==> src/rtl/tx_mframe_evt.sv <==
module tx_mframe_evt #(
  parameter int MF_SHORT  = 12,
  parameter int MF_LONG   = 24,
  parameter int MF_E1     = 16,
  parameter int SUPER_LEN = 72
)(
  input  logic       clk,
  input  logic       rst_n,
  input  logic       frame_stb,
  input  logic       line_e1,
  input  logic       long_mf,
  input  logic       super_en,
  input  logic [2:0] sts_clr,
  output logic       mf_pulse,
  output logic       align_pulse,
  output logic       super_pulse,
  output logic [2:0] evt_sts
);
  localparam int TOP = (SUPER_LEN > MF_E1) ? SUPER_LEN : MF_E1;
  localparam int CW  = $clog2(TOP);
  localparam logic [CW-1:0] SHORT_N   = CW'(MF_SHORT);
  localparam logic [CW-1:0] LONG_N    = CW'(MF_LONG);
  localparam logic [CW-1:0] SHORT_END = CW'(MF_SHORT - 1);
  localparam logic [CW-1:0] LONG_END  = CW'(MF_LONG - 1);
  localparam logic [CW-1:0] E1_END    = CW'(MF_E1 - 1);
  localparam logic [CW-1:0] SUP_END   = CW'(SUPER_LEN - 1);

  logic [CW-1:0] cnt;
  logic          mode_q;

  // mode change suppresses counting and events for that cycle
  wire mode_chg = line_e1 != mode_q;
  wire hit      = frame_stb & ~mode_chg;

  wire [CW-1:0] wrap_at = line_e1 ? E1_END : SUP_END;
  wire at_wrap  = cnt == wrap_at;

  wire short_end = (cnt % SHORT_N) == SHORT_END;
  wire long_end  = (cnt % LONG_N)  == LONG_END;
  wire mf_end    = line_e1 ? at_wrap : (long_mf ? long_end : short_end);

  wire mf_now    = hit & mf_end;
  wire align_now = hit & line_e1 & cnt[0];
  wire super_now = hit & ~line_e1 & super_en & at_wrap;

  always_ff @(posedge clk or negedge rst_n) begin
    if (!rst_n) begin
      cnt    <= '0;
      mode_q <= 1'b0;
    end else begin
      mode_q <= line_e1;
      if (mode_chg)
        cnt <= '0;
      else if (frame_stb)
        cnt <= at_wrap ? '0 : cnt + 1'b1;
    end
  end

  always_ff @(posedge clk or negedge rst_n) begin
    if (!rst_n) begin
      mf_pulse    <= 1'b0;
      align_pulse <= 1'b0;
      super_pulse <= 1'b0;
      evt_sts     <= '0;
    end else begin
      mf_pulse    <= mf_now;
      align_pulse <= align_now;
      super_pulse <= super_now;
      evt_sts     <= (evt_sts & ~sts_clr) | {super_now, align_now, mf_now};
    end
  end
endmodule


==> config.mk <==
export PLATFORM = sky130hd
export DESIGN_NAME = tx_mframe_evt
export DESIGN_NICKNAME = d
export VERILOG_FILES = /design/src/rtl/tx_mframe_evt.sv
export SDC_FILE = /design/constraint.sdc
export NUM_CORES = 1
export LEC_CHECK = 0
export BUFFER_PORTS_ARGS = -buffer_cell sky130_fd_sc_hd__clkbuf_2
export CORE_AREA = 2 2 53 55
export CTS_CLUSTER_SIZE = 20
export DETAILED_ROUTE_END_ITERATION = 8
export DIE_AREA = 0 0 55 57
export RECOVER_POWER = 50
export SLEW_MARGIN = 20
export SYNTH_ARGS = -nofsm -noshare
export SYNTH_HDL_FRONTEND = slang
export SYNTH_SLANG_ARGS = --single-unit
==> constraint.sdc <==
create_clock -name clk -period 3.4 [get_ports clk]
set_clock_uncertainty 0.15 [all_clocks]
set_input_delay 0.34 -clock clk [delete_from_list [all_inputs] [get_ports clk]]
set_output_delay 0.34 -clock clk [all_outputs]
set_load 0.005 [all_outputs]
==> metrics, run 1 <==
Via density 4.97; clock group share of total power 35.0%; HP Class input port to flip-flop; n_diodes 0; fin crit share 55.5%; Overall Global Routing Usage 12.9%; Core Util, Final 37.0%; die height 57 um; Longest Clk Path Bufs 2; die area 3140 um2; cells after synthesis 88; smallest hold slack 0.0730 ns; internal power 0.000257 W; worst path required time 3.46 ns; crit-path max FO 6; crit end category flip-flop; net switching power slightly above 0.00009 W; Worst Hold Depth 2; mux share of post-synthesis cell area under 10%; # clock sinks 14; initial antenna violation count 0; Skew-Pair Late Insertion Delay 0.29 ns; gr ovfl total 0; Placeable Area 2620 um2; FF-to-FF Start cnt[0]$_DFFE_PN0P_; Synth cell types 36; TritonCTS Buffers 3; post-layout instance area 967 um2; first-pass GRT wire length 2.95 mm; accumulated negative setup slack 0 ns; CP Data Arrival Time ~1.9 ns; FP Rows 19; leakage 0.444 nW; Synth Area in Compound Gates 20.0%; pin slew with the least headroom to its limit ~0.8 ns; Ys Warns 0; reg2reg setup slack 1.51 ns; worst setup path start cnt[0]$_DFFE_PN0P_; Worst path max stage delay 0.43 ns; run status finished clean; GR Layer Usage met2 about 20%; met1 global-route usage 16.5%; Max VDD drop about 220 uV; port bufs 14; P&R area growth vs syn 14.3%; Max Slew Vio Count 0; syn avg cell area 9.61 um2; post-synthesis xor/xnor area fraction 4.14%; reg2reg path depth 5; Worst-path clk slew ~0.08 ns; met3 usage under 10%; FMAX approximately 0.53 GHz; kind of critical path flip-flop to flip-flop; vias in the first global route 671; Syn Std Cell Area 846 um2; CP max stage cell dfrtp_1; CTS tree built; # DRC 0; Synthesized Nets 99; H-tree levels 1; Setup Buffers After CTS 0; Final WS setup 1.51 ns; Root Buffer Master clkbuf_4; dpl ws between 1.5 and 2 ns; GPL Wtd Cong 0.759; final setup fails 0; Die Wd around 55 um; R2R Path End cnt[3]$_DFFE_PN0P_; max_cap viols 0; Avg WL per Cell 12.2 um; Synth Area in Simple Gates between 20 and 25%; largest net degree at the start of global routing 15; DR vias around 670; GR peak layer met2; DRT Wirelength between 1.5 and 2 mm; Initial Util 32.3%; largest family of logic cells by synthesized area simple AND/OR/NAND/NOR gates; Pwr Density 361 nW/um2; Seq/Total Area, Yosys 41.4%; dpl hpwl 1.22 mm; Final Critical Period between 1.5 and 2 ns; Max-slew headroom 47.3%; Critical Path Source Type flip-flop; worst setup path endpoint cnt[3]$_DFFE_PN0P_; sequential share of power a little over half; switching fraction of total power 26.5%; number of detailed-route iterations in the first pass 4; Detail Route Antenna Nets 0; Comb pwr share 12.1%; # nets final 115; post-synthesis adder-cell area fraction 2.96%; unrepaired setup endpoints after global routing false; initial drt markers 7; share of cells above drive strength 1 22.3%; io pins 15; #FFs+latches synth 14; Final Hold Viols 0; critical path, cell by cell ha_1 > and4bb_4 > a2111oi_4 > o21ai_1 > a22oi_1; placed cell areas 923 um2; Post-CTS Resized 0
[timing repair]
item                                    CTS  global route
endpoints found under the hold margin    14             0
hold buffers                              1             0
endpoints found under the setup margin    0             0
[cell families (layout without fill, tap and decap cells)]
logic type                 count (synthesis)  count (layout)
and+or+nand+nor                           35              35
AOI/OAI and AO/OA                         20              20
DFF                                       14              14
buffers and inverters                     12              27
xor gates and xnor gates                   4               4
adders and majority gates                  2               2
muxes                                      1               1
[registers in the layout (all words and copies together), names as in the netlist]
| signal | flops |
|---|---|
| mode_q | 1 |
| super_pulse | 1 |
| align_pulse | 1 |
| cnt | 7 |
| mf_pulse | 1 |
| evt_sts | 3 |
[routing by layer]
layer  part of all wire [%]  vias up  wire, um
met5                      0        -         0
met4                    3.7        0        61
met3                    4.0        7        65
met2                     46       15       748
met1                     46      307       759
li1                       -      337         -
[Yosys cell counts (all sizes together)]
cell     instances  share of area (%)
and3b            1                1.2
a2111oi          2                5.0
xor2             3                3.1
nand4bb          1                1.3
and4b            1                1.3
clkbuf           1               0.59
xnor2            1                1.0
nand2            9                4.0
o2bb2ai          1                1.0
ha               2                3.0
a21o             1               0.89
or3              1               0.74
buf              3                3.1
inv              8                3.6
and4bb           1                1.9
nand3b           1               0.89
o21a             1               0.89
nor2            10                4.4
o21ai            5                3.0
mux2i            1                1.2
nor3             2                1.2
dfrtp           14                 41
o22ai            3                2.2
nand3            3                1.8
and2             1               0.74
a22o             1                1.0
a22oi            3                2.7
and3             1               0.74
nor2b            2                1.8
o21bai           2                1.8
or3b             1                1.0
a211oi           1                1.5
[placed cells by master, fill, tap and decap left out, types with 3 or more instances in the layout]
master and instances:
inv_1 8, xor2_1 3, o22ai_1 3, clkbuf_4 3
dfrtp_1 14, a22oi_1 3, clkbuf_2 12, nor2_1 10
o21ai_1 3, nand3_1 3, nand2_1 9
[stage by stage]
step                      power, W  cells
after detailed placement  0.000230    129
final                     0.000349    134
after CTS                 0.000352    134
after global routing      0.000366    134
after floorplan           0.000213     88
after global placement    0.000228    129
[final cells by class]
class | instances | area [um2]
sequential | 14 | 350
timing repair buffer | 15 | 77.6
clock buffer | 4 | 36.3
tap | 31 | 38.8
multi-input combinational | 62 | 434
inverter | 8 | 30.0
fill | 286 | 1650
[worst min path at each step]
stage	start	slack (ns)	end
floorplan	rst_n	-0.11	align_pulse$_DFF_PN0_
global placement	rst_n	0.11	cnt[1]$_DFFE_PN0P_
detailed placement	rst_n	0.12	cnt[0]$_DFFE_PN0P_
CTS	sts_clr[0]	0.07	evt_sts[0]$_DFF_PN0_
global route	sts_clr[0]	0.09	evt_sts[0]$_DFF_PN0_
finish	sts_clr[0]	0.07	evt_sts[0]$_DFF_PN0_
[power by group through the flow]
stage               clock, W  sequential [W]  combinational [W]
global route        0.000130        0.000187          0.0000495
floorplan                  0        0.000183          0.0000304
global placement           0        0.000188          0.0000409
CTS                 0.000124        0.000185          0.0000431
finish              0.000122        0.000185          0.0000423
detailed placement         0        0.000188          0.0000421
[critical path, delay by kind of cell, from the launching register on]
kind,cells,cell delay [ns]
adder cells (fa/ha/maj),1,0.26
AO/OA/AOI/OAI,3,0.74
AND/OR/NAND/NOR,1,0.23
flip-flops,1,0.43
(Power assumes the default switching activity.)
==> run 2: changes to the inputs <==
clock period = 1.65 ns   (was 3.4 ns; I/O delays follow)
==> run 2 against run 1 <==
Against the previous run: the flow now finishes with violations (setup timing); clock-buffer cell count is the same; setup slack lost 1.6 ns; combinational power grew to 3.9 times the previous value; sequential power grew 100%; register-to-register slack lost 1.6 ns; global-route usage grew 1.3 points; design area grew 25%; total power grew 130%; hold slack lost 0.013 ns; clock power grew 120%; sequential cell count is the same; first-iteration DRC count grew to 3.4 times the previous value; critical endpoint is now cnt[4]$_DFFE_PN0P_; largest cell class unchanged; largest power group unchanged; highest routed layer unchanged.
==> metrics, run 2 (same netlist as run 1, synthesis figures left out) <==
fin crit share 107% (+51 points); vias in the first global route 752 (+12%); die area 3140 um2 (unchanged); Initial Util 32.3% (unchanged); DRT Wirelength 2.02 mm (+23%); crit-path max FO 6 (unchanged); Detail Route Antenna Nets 0 (unchanged); leakage 0.576 nW (+30%); Comb pwr share 20.4% (+8.3 points); Max-slew headroom 46.8% (-0.42 points); R2R Path End cnt[4]$_DFFE_PN0P_; # clock sinks 14 (unchanged); first-pass GRT wire length 3.20 mm (+8.7%); FMAX 0.569 GHz (+7.3%); unrepaired setup endpoints after global routing true; switching fraction of total power 27.4% (+0.92 points); DR vias 780 (+17%); pin slew with the least headroom to its limit 0.797 ns (+0.00629 ns); n_diodes 0 (unchanged); Critical Path Source Type flip-flop; Root Buffer Master clkbuf_4; initial drt markers 24 (+17); worst path required time 1.71 ns (-1.75 ns); P&R area growth vs syn 43.3%; Longest Clk Path Bufs 2 (unchanged); GPL Wtd Cong 0.808 (+6.5%); non-filler cells, final 159 (+19%); dpl ws -0.108 ns (-1.67 ns); Pwr Density 662 nW/um2 (+83%); met3 usage 2.36% (+0.79 points); Placeable Area 2620 um2 (unchanged); die height 57 um (unchanged); share of cells above drive strength 1 39.8% (+18 points); io pins 15 (unchanged); HP Class input port to flip-flop; port bufs 14 (unchanged); failing checks setup timing; met1 global-route usage 17.6% (+1.1 points); # DRC 0 (unchanged); smallest hold slack 0.0600 ns (-0.0130 ns); biggest regs cnt (7), evt_sts (3); Final Critical Period 1.76 ns (-0.128 ns); TritonCTS Buffers 3 (unchanged); Min-Delay Endpoint super_pulse$_DFF_PN0_; Max VDD drop 385 uV (+74%); clock group share of total power 32.7% (-2.3 points); FF-to-FF Start cnt[0]$_DFFE_PN0P_; CTS tree built; largest net degree at the start of global routing 15 (unchanged); Worst Hold Depth 3 (+1); FP Rows 19 (unchanged); CP Data Arrival Time 1.82 ns (-0.12 ns); Overall Global Routing Usage 14.3% (+1.3 points); reg2reg setup slack -0.11 ns (-1.62 ns); number of detailed-route iterations in the first pass 4 (unchanged); dpl hpwl 1.41 mm (+16%); Final Hold Viols 0 (unchanged); Via density 4.91 (-1.3%); GR Layer Usage met2 22.8% (+2.6 points); Skew-Pair Late Insertion Delay 0.29 ns (about the same); Final WS setup -0.108 ns (-1.62 ns); hold path start frame_stb; GR peak layer met2; sequential share of power 46.9% (-6.0 points); Fillers 249 (-13%); largest register by flop count cnt; Core Util, Final 46.4% (+9.4 points); commonest cells after routing, fill and taps aside buf_4, clkbuf_2, dfrtp_1; H-tree levels 1 (unchanged); Inst Count DP 140 (+8.5%); Max Slew Vio Count 0 (unchanged); Avg WL per Cell 12.7 um (+3.9%); Die Wd 55 um (unchanged); max_cap viols 0 (unchanged); max reg flops 7 (unchanged); reg2reg path depth 6 (+1); internal power 0.000583 W (+130%); most common cell after layout, fill and taps aside buf_4; net switching power 0.000220 W (+140%); initial antenna violation count 0 (unchanged); run status finished, violations left; kind of critical path flip-flop to flip-flop; # nets final 140 (+22%); final setup fails 4 (+4); gr ovfl total 0 (unchanged); crit end category flip-flop; Worst-path clk slew 0.09 ns (about the same); Final Total Pwr 0.000803 W (+130%)
run 2: cell count changes in the layout (fill, tap and decap cells not counted), sizes merged:
cell         delta
buf            +20
dlygate4sd3     +5
run 2: power by group through the flow:
stage | clock network (W) | registers, W | logic [W]
floorplan | 0 | 0.000378 | 0.0000657
global placement | 0 | 0.000380 | 0.000115
detailed placement | 0 | 0.000381 | 0.000118
CTS | 0.000267 | 0.000374 | 0.000137
global route | 0.000285 | 0.000378 | 0.000179
finish | 0.000263 | 0.000376 | 0.000164
run 2: per-stage QoR:
step | area (um2) | setup TNS, ns
after global routing | 1210 | -0.680
after detailed placement | 1020 | -0.310
final | 1210 | -0.272
after global placement | 1020 | -0.0986
after CTS | 1140 | -0.212
after floorplan | 861 | -0.0654
run 2: what timing repair did:
item | 4_1_cts | 5_1_grt
pin swaps | 2 | 7
gates cloned | 0 | 0
buffers inserted | 3 | 6
hold buffers | 6 | 0
endpoints found under the setup margin | 5 | 7
gates resized for setup | 2 | 8
endpoints found under the hold margin | 19 | 0
run 2: worst max-delay path by stage:
stage / start / to / slack [ns]
floorplan: cnt[0]$_DFFE_PN0P_ / cnt[4]$_DFFE_PN0P_ / -0.04
global placement: cnt[1]$_DFFE_PN0P_ / cnt[4]$_DFFE_PN0P_ / -0.04
detailed placement: cnt[0]$_DFFE_PN0P_ / cnt[4]$_DFFE_PN0P_ / -0.11
CTS: cnt[1]$_DFFE_PN0P_ / cnt[4]$_DFFE_PN0P_ / -0.09
global route: cnt[0]$_DFFE_PN0P_ / cnt[4]$_DFFE_PN0P_ / -0.16
finish: cnt[0]$_DFFE_PN0P_ / cnt[4]$_DFFE_PN0P_ / -0.11
run 2: critical path, stage by stage (launching register included):
cell	delay (ns)
dfrtp_1	0.40
ha_2	0.19
and4bb_4	0.21
a2111oi_4	0.27
buf_4	0.19
o21ai_0	0.07
a22oi_1	0.18
run 2: routing by layer:
layer	up-vias	wire (um)
met5	-	0
met4	0	50
met3	5	57
met2	13	996
met1	375	912
li1	387	-
run 2: layout make-up:
type                            instances  area (um2)  area share (%)
Clock buffer                            4        36.3            2.99
Timing Repair Buffer                   40         283            23.3
Tap cell                               31        38.8            3.20
Multi-Input combinational cell         62         470            38.8
Inverter                                8        30.0            2.48
Sequential cell                        14         354            29.2
==> run 3: changes to the inputs <==
CAP_MARGIN = 25   (was default)
clock period = 1.42 ns   (was 1.65 ns; I/O delays follow)
==> run 3 against run 2 <==
Against the previous run: the flow still finishes with violations (setup timing); core utilization decreased by 1.0 points; clock power up 9.9%; non-clock buffer count shrank 2; cell count decreased by 1.3%; maximum frequency shrank 0.66%; routed wire length decreased by 6.4%; via count fell by 4.2%; clock-buffer cell count is the same; design area is 2.2% lower; combinational power is essentially flat; setup slack worse by 0.24 ns.
==> metrics, run 3 (same netlist as run 1, synthesis figures left out) <==
Fillers 266 (+6.8%); largest net degree at the start of global routing 15 (unchanged); CP Data Arrival Time 1.82 ns (about the same); # nets final 138 (-1.4%); accumulated negative setup slack -1.97 ns (-1.69 ns); DRT Wirelength 1.89 mm (-6.4%); dpl hpwl 1.33 mm (-6.2%); Final Hold Viols 0 (unchanged); Final Total Pwr 0.000890 W (+11%); Max-slew headroom 48.9% (+2.0 points); smallest hold slack 0.0857 ns (+0.0257 ns); failing checks setup timing; io pins 15 (unchanged); unrepaired setup endpoints after global routing true; first-pass GRT wire length 3.13 mm (-2.2%); Core Util, Final 45.4% (-1.0 points); CTS tree built; kind of critical path flip-flop to flip-flop; most common cell after layout, fill and taps aside buf_4; met2 wire len 949 um (-4.7%); FP Rows 19 (unchanged); run status finished, violations left; commonest cells after routing, fill and taps aside buf_4, dfrtp_1, clkbuf_2; FMAX 0.565 GHz (-0.66%); Placeable Area 2620 um2 (unchanged); placed cell areas 1050 um2 (+2.9%); max_cap viols 0 (unchanged); Via density 4.76 (-3.0%); Overall Global Routing Usage 13.7% (-0.55 points); Skew-Pair Late Insertion Delay 0.28 ns (about the same); gr ovfl total 0 (unchanged); fin crit share 125% (+18 points); Initial Util 32.3% (unchanged); worst path required time 1.47 ns (-0.24 ns); # DRC 0 (unchanged); TritonCTS Buffers 3 (unchanged); # clock sinks 14 (unchanged); Longest Clk Path Bufs 2 (unchanged); Pwr Density 750 nW/um2 (+13%); Root Buffer Master clkbuf_4; Detail Route Antenna Nets 0 (unchanged); largest register by flop count cnt; reg2reg setup slack -0.35 ns (-0.24 ns); die height 57 um (unchanged); number of detailed-route iterations in the first pass 6 (+2); M1 wire length 855 um (-6.3%); H-tree levels 1 (unchanged); Worst-path clk slew 0.09 ns (about the same); total length of routed met3 wires 43 um (-25%); GPL Wtd Cong 0.808 (about the same); crit-path max FO 6 (unchanged); crit end category flip-flop; Die Wd 55 um (unchanged); biggest regs cnt (7), evt_sts (3); share of cells above drive strength 1 36.5% (-3.3 points); Critical Path Source Type flip-flop; Avg WL per Cell 12.0 um (-5.2%); vias in the first global route 752 (unchanged); initial drt markers 11 (-54%); P&R area growth vs syn 40.2%; max reg flops 7 (unchanged); n_diodes 0 (unchanged); DR vias 747 (-4.2%); port bufs 14 (unchanged); Final Critical Period 1.77 ns (+0.0116 ns); die area 3140 um2 (unchanged); post-layout instance area 1190 um2 (-2.2%); leakage 0.582 nW (+1.1%); pin slew with the least headroom to its limit 0.767 ns (-0.0306 ns); Final WS setup -0.349 ns (-0.242 ns); highest routed metal layer met4; HP Class input port to flip-flop; initial antenna violation count 0 (unchanged); final setup fails 7 (+3); Max Slew Vio Count 0 (unchanged); Max VDD drop 568 uV (+48%)
run 3: cell count changes in the layout (fill, tap and decap cells not counted), sizes merged:
cell	before	now
buf	20	18
run 3: worst max-delay path: stages (launching register included):
cell	delay (ns)
dfrtp_1	0.39
ha_2	0.19
and4bb_4	0.21
a2111oi_4	0.28
buf_4	0.19
o21bai_1	0.06
a22oi_1	0.20
run 3: repair_timing:
action,4_1_cts,5_1_grt
hold endpoints to repair,19,0
hold buffers,6,0
setup endpoints to repair,7,7
gates resized for setup,0,4
buffers inserted,2,1
pin swaps,2,4
run 3: report_power, final:
part / total [W] / switching, W / internal, W
clock network: 0.000289 / 0.000133 / 0.000156
registers: 0.000434 / 0.0000191 / 0.000415
logic: 0.000166 / 0.0000783 / 0.0000880
total: 0.000890 / 0.000231 / 0.000659
run 3: path summary, 6_finish.rpt:
kind / cells past startpoint / startpoint / end
worst max-delay path: 6 / cnt[1]$_DFFE_PN0P_ / cnt[4]$_DFFE_PN0P_
max in group asynchronous: 2 / rst_n / evt_sts[0]$_DFF_PN0_
min in group asynchronous: 2 / rst_n / cnt[1]$_DFFE_PN0P_
worst min-delay path: 3 / frame_stb / align_pulse$_DFF_PN0_
worst min register to register: 1 / evt_sts[1]$_DFF_PN0_ / evt_sts[1]$_DFF_PN0_
worst max register to register: 6 / cnt[1]$_DFFE_PN0P_ / cnt[4]$_DFFE_PN0P_
run 3: routing by layer:
layer	global-route usage [%]	up-vias
met3	2.36	5
met5	0	-
li1	-	380
met2	20.2	12
met1	18.9	350
met4	7.32	0
run 3: final cells by class:
class | count | area (um2) | share of cell area, %
timing repair buffer | 38 | 264 | 22.3
clock buffer | 4 | 36.3 | 3.06
sequential | 14 | 350 | 29.5
multi-input combinational | 62 | 467 | 39.3
tap | 31 | 38.8 | 3.27
inverter | 8 | 30.0 | 2.53
run 3: stage by stage:
stage               worst slack [ns]  instances
finish                        -0.349        157
global route                  -0.416        157
global placement              -0.283        144
CTS                           -0.329        156
floorplan                     -0.265         88
detailed placement            -0.357        144
